[src/rtl/gpio_port_pkg.sv]
package gpio_port_pkg;
  localparam int PORT_W = 8;
  localparam int ADDR_W = 3;

  typedef enum logic [ADDR_W-1:0] {
    REG_IN    = 3'd0,
    REG_OUT   = 3'd1,
    REG_DIR   = 3'd2,
    REG_SEL   = 3'd3,
    REG_PULL  = 3'd4,
    REG_IRQEN = 3'd5,
    REG_EDGE  = 3'd6,
    REG_FLAG  = 3'd7
  } regAddr_t;

  typedef struct packed {
    logic             wrOut;
    logic             wrDir;
    logic             wrSel;
    logic             wrPull;
    logic             wrIrqEn;
    logic             wrEdge;
    logic             wrFlag;
    logic             rdEn;
    logic [ADDR_W-1:0] rdAddr;
  } portStrobe_t;
endpackage

[src/rtl/gpio_port_ctrl.sv]
module gpio_port_ctrl
  import gpio_port_pkg::*;
(
  input  logic              clk,
  input  logic              rstN,
  input  logic              busSel,
  input  logic              busWrite,
  input  logic [ADDR_W-1:0] busAddr,
  output portStrobe_t       strobe
);
  logic isWrite;
  assign isWrite = busSel && busWrite;

  always_comb begin
    strobe        = '0;
    strobe.rdEn   = busSel && !busWrite;
    strobe.rdAddr = busAddr;
    if (isWrite) begin
      case (regAddr_t'(busAddr))
        REG_OUT:   strobe.wrOut   = 1'b1;
        REG_DIR:   strobe.wrDir   = 1'b1;
        REG_SEL:   strobe.wrSel   = 1'b1;
        REG_PULL:  strobe.wrPull  = 1'b1;
        REG_IRQEN: strobe.wrIrqEn = 1'b1;
        REG_EDGE:  strobe.wrEdge  = 1'b1;
        REG_FLAG:  strobe.wrFlag  = 1'b1;
        default:   ;
      endcase
    end
  end

  // a single transfer updates at most one register
  assert_one_write_strobe_R3: assert property (@(posedge clk) disable iff (!rstN)
    $onehot0({strobe.wrOut, strobe.wrDir, strobe.wrSel, strobe.wrPull,
              strobe.wrIrqEn, strobe.wrEdge, strobe.wrFlag}));
endmodule

[src/rtl/gpio_port_datapath.sv]
module gpio_port_datapath
  import gpio_port_pkg::*;
#(
  parameter int SYNC_STAGES = 2
)(
  input  logic              clk,
  input  logic              rstN,
  input  portStrobe_t       strobe,
  input  logic [PORT_W-1:0] busWdata,
  input  logic [PORT_W-1:0] pinIn,
  input  logic [PORT_W-1:0] altOut,
  input  logic [PORT_W-1:0] altOe,
  output logic [PORT_W-1:0] busRdata,
  output logic [PORT_W-1:0] pinOut,
  output logic [PORT_W-1:0] pinOe,
  output logic [PORT_W-1:0] pullUpReq,
  output logic [PORT_W-1:0] pullDnReq,
  output logic              irq
);
  localparam int LAST_STAGE = SYNC_STAGES - 1;

  logic [PORT_W-1:0] outReg, dirReg, selReg, pullReg, irqEnReg, edgeReg, flagReg;
  logic [SYNC_STAGES-1:0][PORT_W-1:0] syncChain;
  logic [PORT_W-1:0] pinLevel, prevLevel, edgeHit, flagNext;

  assign pinLevel = syncChain[LAST_STAGE];

  always_comb begin
    flagNext = (strobe.wrFlag ? busWdata : flagReg) | edgeHit;
  end

  always_ff @(posedge clk or negedge rstN) begin
    if (!rstN) begin
      outReg    <= '0;
      dirReg    <= '0;
      selReg    <= '0;
      pullReg   <= '0;
      irqEnReg  <= '0;
      edgeReg   <= '0;
      flagReg   <= '0;
      syncChain <= '0;
      prevLevel <= '0;
    end else begin
      if (strobe.wrOut)   outReg   <= busWdata;
      if (strobe.wrDir)   dirReg   <= busWdata;
      if (strobe.wrSel)   selReg   <= busWdata;
      if (strobe.wrPull)  pullReg  <= busWdata;
      if (strobe.wrIrqEn) irqEnReg <= busWdata;
      if (strobe.wrEdge)  edgeReg  <= busWdata;
      flagReg   <= flagNext;
      syncChain <= {syncChain[SYNC_STAGES-2:0], pinIn};
      prevLevel <= pinLevel;
    end
  end

  for (genvar b = 0; b < PORT_W; b++) begin : g_bit
    assign edgeHit[b]   = edgeReg[b] ? (prevLevel[b] & ~pinLevel[b])
                                     : (~prevLevel[b] & pinLevel[b]);
    assign pinOut[b]    = selReg[b] ? altOut[b] : outReg[b];
    assign pinOe[b]     = selReg[b] ? altOe[b]  : dirReg[b];
    assign pullUpReq[b] = pullReg[b] & outReg[b];
    assign pullDnReq[b] = pullReg[b] & ~outReg[b];
  end

  assign irq = |(irqEnReg & flagReg);

  always_comb begin
    busRdata = '0;
    if (strobe.rdEn) begin
      case (regAddr_t'(strobe.rdAddr))
        REG_IN:    busRdata = pinLevel;
        REG_OUT:   busRdata = outReg;
        REG_DIR:   busRdata = dirReg;
        REG_SEL:   busRdata = selReg;
        REG_PULL:  busRdata = pullReg;
        REG_IRQEN: busRdata = irqEnReg;
        REG_EDGE:  busRdata = edgeReg;
        REG_FLAG:  busRdata = flagReg;
        default:   busRdata = '0;
      endcase
    end
  end

  // an output write lands on the next cycle
  assert_out_written_R3: assert property (@(posedge clk) disable iff (!rstN)
    strobe.wrOut |=> (outReg == $past(busWdata)));

  // a direction write lands on the next cycle
  assert_dir_written_R2: assert property (@(posedge clk) disable iff (!rstN)
    strobe.wrDir |=> (dirReg == $past(busWdata)));

  // without a flag write no flag bit drops
  assert_flag_sticky_R7: assert property (@(posedge clk) disable iff (!rstN)
    !strobe.wrFlag |=> ((flagReg & $past(flagReg)) == $past(flagReg)));

  // a detected edge always leaves its flag set
  assert_hw_set_wins_R8: assert property (@(posedge clk) disable iff (!rstN)
    (|edgeHit) |=> ((flagReg & $past(edgeHit)) == $past(edgeHit)));

  // no request without a pending flag
  assert_irq_needs_flag_R9: assert property (@(posedge clk) disable iff (!rstN)
    irq |-> (|flagReg));
endmodule

[src/rtl/gpio_edge_port.sv]
module gpio_edge_port
  import gpio_port_pkg::*;
#(
  parameter int SYNC_STAGES = 2
)(
  input  logic              clk,
  input  logic              rstN,
  input  logic              busSel,
  input  logic              busWrite,
  input  logic [ADDR_W-1:0] busAddr,
  input  logic [PORT_W-1:0] busWdata,
  output logic [PORT_W-1:0] busRdata,
  input  logic [PORT_W-1:0] pinIn,
  input  logic [PORT_W-1:0] altOut,
  input  logic [PORT_W-1:0] altOe,
  output logic [PORT_W-1:0] pinOut,
  output logic [PORT_W-1:0] pinOe,
  output logic [PORT_W-1:0] pullUpReq,
  output logic [PORT_W-1:0] pullDnReq,
  output logic              irq
);
  portStrobe_t strobe;

  gpio_port_ctrl u_ctrl (
    .clk      (clk),
    .rstN     (rstN),
    .busSel   (busSel),
    .busWrite (busWrite),
    .busAddr  (busAddr),
    .strobe   (strobe)
  );

  gpio_port_datapath #(.SYNC_STAGES(SYNC_STAGES)) u_dp (
    .clk       (clk),
    .rstN      (rstN),
    .strobe    (strobe),
    .busWdata  (busWdata),
    .pinIn     (pinIn),
    .altOut    (altOut),
    .altOe     (altOe),
    .busRdata  (busRdata),
    .pinOut    (pinOut),
    .pinOe     (pinOe),
    .pullUpReq (pullUpReq),
    .pullDnReq (pullDnReq),
    .irq       (irq)
  );
endmodule

[config.mk]
export PLATFORM = sky130hd
export DESIGN_NAME = gpio_edge_port
export DESIGN_NICKNAME = d
export VERILOG_FILES = /design/src/rtl/gpio_port_pkg.sv /design/src/rtl/gpio_port_ctrl.sv /design/src/rtl/gpio_port_datapath.sv /design/src/rtl/gpio_edge_port.sv
export SDC_FILE = /design/constraint.sdc
export NUM_CORES = 1
export LEC_CHECK = 0
export ABC_AREA = 1
export BUFFER_PORTS_ARGS = -buffer_cell sky130_fd_sc_hd__buf_2
export CORE_MARGIN = 3
export CORE_UTILIZATION = 55
export DETAILED_ROUTE_END_ITERATION = 12
export PLACE_DENSITY = 0.86
export SYNTH_ARGS = -nofsm -noshare
export SYNTH_HDL_FRONTEND = slang
export SYNTH_SLANG_ARGS = --single-unit
[constraint.sdc]
create_clock -name clk -period 1.73 [get_ports clk]
set_clock_uncertainty 0.2 [all_clocks]
set_input_delay 0.173 -clock clk [delete_from_list [all_inputs] [get_ports clk]]
set_output_delay 0.173 -clock clk [all_outputs]
set_load 0.1 [all_outputs]
==> impl_metrics.tcl <==
set metrics [dict create \
    status "finished with violations" \
    failed_checks "negative setup slack" \
    crit_path_cell_trace "buf_4 > nand4_1 > nand2_1 > nor2_2 > a21oi_4 > buf_12" \
    fill_cells 326 \
    dpl.hpwl_um 8100 \
    portBuffers 79 \
    yosysWarnings 0 \
    wirelength_um 12800 \
    first_iter_violations 485 \
    post_synth_num_cell_types 18 \
    finalPower_mw 6.88 \
    clk_path_buf_depth 2 \
    finalMaxSlewViolations 0 \
    arrival_ns 1.47 \
    netlist_top_cells_area "dfrtp_1 (52%), nand2_1 (13%), nand4_1 (8.4%)" \
    min_period_ns 1.85 \
    grt_pass1_wl_um 19400 \
    setup_viol_count_final 11 \
    postSynthCellCount 483 \
    cp-end-kind "output port" \
    rows 29 \
    syn_nets 522 \
    antenna_found_initial 0 \
    synth.cell_area_um2 3860 \
    tritoncts "done" \
    dr.pass1.iters 6 \
    p_leak_nw 2.80 \
    antenna_cells 0 \
    seq_area_um2 2020 \
    clkPwrFrac_pct 18.9 \
    die_h_um 89.8 \
    max_stage_delay_ns 0.40 \
    yosysSeqAreaShare_pct 51.8 \
    setup_slack_ns -0.116 \
    critPathLaunch "u_dp.flagReg[5]" \
    gp_congestion 0.918 \
    clock_latency_ns 0.36 \
    switchingPower_mw 3.15 \
    critPathKind "flop to output port" \
    grt_setup_unrepaired "true" \
    max-cap-violations 0 \
    syn2layout_area_growth_pct 48.6 \
    fmax_ghz 0.542 \
    core_area_um2 6570 \
    initial_utilization_pct 58.8 \
    worst_pin_slew_ns 0.517 \
    grt_pass1_vias 3938 \
    multi_input_comb_area_um2 1800 \
    wl_per_cell_um 17.8 \
    cp_slowest_cell "dfrtp_1" \
    nets 660 \
    combPwrFrac_pct 44.7 \
    yosys.area.top_type "dfrtp_1" \
    die_w_um 89.8 \
    hold_path_class "primary input to asynchronous set/reset pin" \
    cts_sinks 80 \
    vias 4124 \
    cts_made_buffers 9 \
    period_share_pct 107 \
    p_sw_share_pct 45.8 \
    grt_use_total_pct 29.9 \
    critPathMaxFanout 3 \
    p_per_area_nw_per_um2 1200 \
    hold_viol 0 \
    grt_max_degree 39 \
    avgSynthCellArea_um2 8.00 \
    grt_overflow 0 \
    ys_ff_latch 80 \
    dp_slack_ns 0.0466 \
    required_ns 1.36 \
    ir_drop_uv 905 \
    rr_startpoint "u_dp.selReg[3]" \
    internal-power_mw 3.73 \
    drive_above_1_share_pct 35.5 \
    route.detailed.drc 0 \
    io_pins 80 \
    synth_top_area_share_pct 51.8 \
    pwr-share-seq_pct 36.5 \
    start_kind "flop" \
    postRouteAntennaNets 0 \
    clk_pin_slew_ns 0.10 \
    die_area_um2 8060 \
    max-slew-margin-rel_pct 65.5 \
    viasPerCell 5.74 \
    clockRootBuffer "clkbuf_8" \
    h-tree-depth 3 \
]
-- registers in the layout, indices dropped and copies added, names as in the netlist --
register / count
u_dp.pullReg: 8
u_dp.dirReg: 8
u_dp.irqEnReg: 8
u_dp.prevLevel: 8
u_dp.outReg: 8
u_dp.pinLevel: 8
u_dp.selReg: 8
u_dp.flagReg: 8
u_dp.edgeReg: 8
u_dp.syncChain: 8
-- Yosys cell counts --
| cell type | count |
|---|---|
| a21oi_1 | 16 |
| a221oi_1 | 2 |
| buf_1 | 1 |
| buf_2 | 12 |
| buf_4 | 1 |
| buf_6 | 1 |
| clkbuf_1 | 6 |
| dfrtp_1 | 80 |
| inv_1 | 49 |
| inv_2 | 2 |
| mux2_2 | 7 |
| nand2_1 | 131 |
| nand3_1 | 15 |
| nand4_1 | 52 |
| nor2_1 | 48 |
| nor2_2 | 2 |
| nor2_4 | 2 |
| o21ai_0 | 56 |
-- kinds of logic (layout without fill, tap and decap cells) --
logic type	count (synthesis)	count (layout)	synth area share, %
DFF	80	80	51.8
and+or+nand+nor	250	250	28.7
AOI/OAI and AO/OA	74	74	9.78
buffers and inverters	72	215	7.68
muxes	7	7	2.04
-- layer usage --
layer  wire length (um)  vias to the layer above  share of wire, %  GRT usage [%]
li1                   -                     1877                 -              -
met1               4930                     1979                38           37.8
met2               6610                      237                52           50.5
met3                971                       31               7.6           7.26
met4                322                        0               2.5           10.6
met5                  0                        -                 0              0
-- power groups by stage --
| stage | Sequential [mW] | Combinational [mW] | Clock, mW |
|---|---|---|---|
| CTS | 2.47 | 2.82 | 1.29 |
| global route | 2.53 | 3.22 | 1.38 |
| floorplan | 2.39 | 1.94 | 0 |
| detailed placement | 2.50 | 2.68 | 0 |
| global placement | 2.49 | 2.62 | 0 |
| finish | 2.51 | 3.07 | 1.30 |
-- layout make-up --
class,count,share of cell area (%)
sequential,80,35.1
multi-input combinational,331,31.3
timing repair buffer,148,24.9
inverter,51,3.38
clock buffer,9,2.16
tap,93,2.03
clock inverter,7,1.11
-- per-stage QoR --
step / hold WS, ns / utilization, % / TNS [ns] / instance area, um^2 / cells
floorplan: -0.323 / - / -0.00156 / 4020 / 483
CTS: 0.152 / 83.7 / -0.381 / 5500 / 704
finish: 0.144 / 87.4 / -0.727 / 5740 / 719
detailed placement: -0.0290 / 75.9 / 0 / 4990 / 663
global placement: -0.0321 / 75.9 / 0 / 4990 / 663
global route: 0.166 / 87.4 / -1.39 / 5740 / 719
-- critical path, delay by kind of cell, from the launching register on --
kind / cells / cell delay, ns
AO/OA/AOI/OAI: 1 / 0.15
buffers and inverters: 2 / 0.33
flip-flops: 1 / 0.40
AND/OR/NAND/NOR: 3 / 0.22
-- cells in the final DEF, fill, tap and decap left out, types with 3 or more instances in the layout --
| cell | instances |
|---|---|
| buf_12 | 28 |
| o21ai_0 | 48 |
| nor2_4 | 3 |
| buf_4 | 50 |
| dlygate4sd3_1 | 17 |
| clkbuf_4 | 10 |
| buf_6 | 5 |
| buf_2 | 38 |
| o21ai_1 | 4 |
| dfrtp_2 | 12 |
| nor2_1 | 20 |
| clkbuf_8 | 9 |
| nand3_1 | 14 |
| a21oi_4 | 8 |
| inv_2 | 4 |
| nand2_1 | 127 |
| nand4_1 | 52 |
| dfrtp_1 | 68 |
| a21oi_1 | 8 |
| nand2_2 | 4 |
| mux2_4 | 5 |
| nor2_2 | 29 |
| o21ai_2 | 3 |
| inv_1 | 46 |
-- final timing paths --
check / end / slack [ns] / cells after the start
setup reg to reg: u_dp.selReg[3] / 0.59 / 4
max in group asynchronous: u_dp.flagReg[2] / 0.61 / 3
hold reg to reg: u_dp.pinLevel[1] / 0.16 / 0
min in group clk: u_dp.pinLevel[1] / 0.16 / 0
hold / removal: u_dp.outReg[1] / 0.14 / 2
setup / recovery: busRdata[5] / -0.12 / 6
-- what timing repair did --
action / 4_1_cts / 5_1_grt
gates resized for setup: 40 / 48
pin swaps: 30 / 22
hold buffers: 17 / 0
endpoints found under the hold margin: 91 / 0
buffers inserted: 8 / 15
endpoints found under the setup margin: 23 / 31
Note: power is estimated with default switching activity, not from simulation.
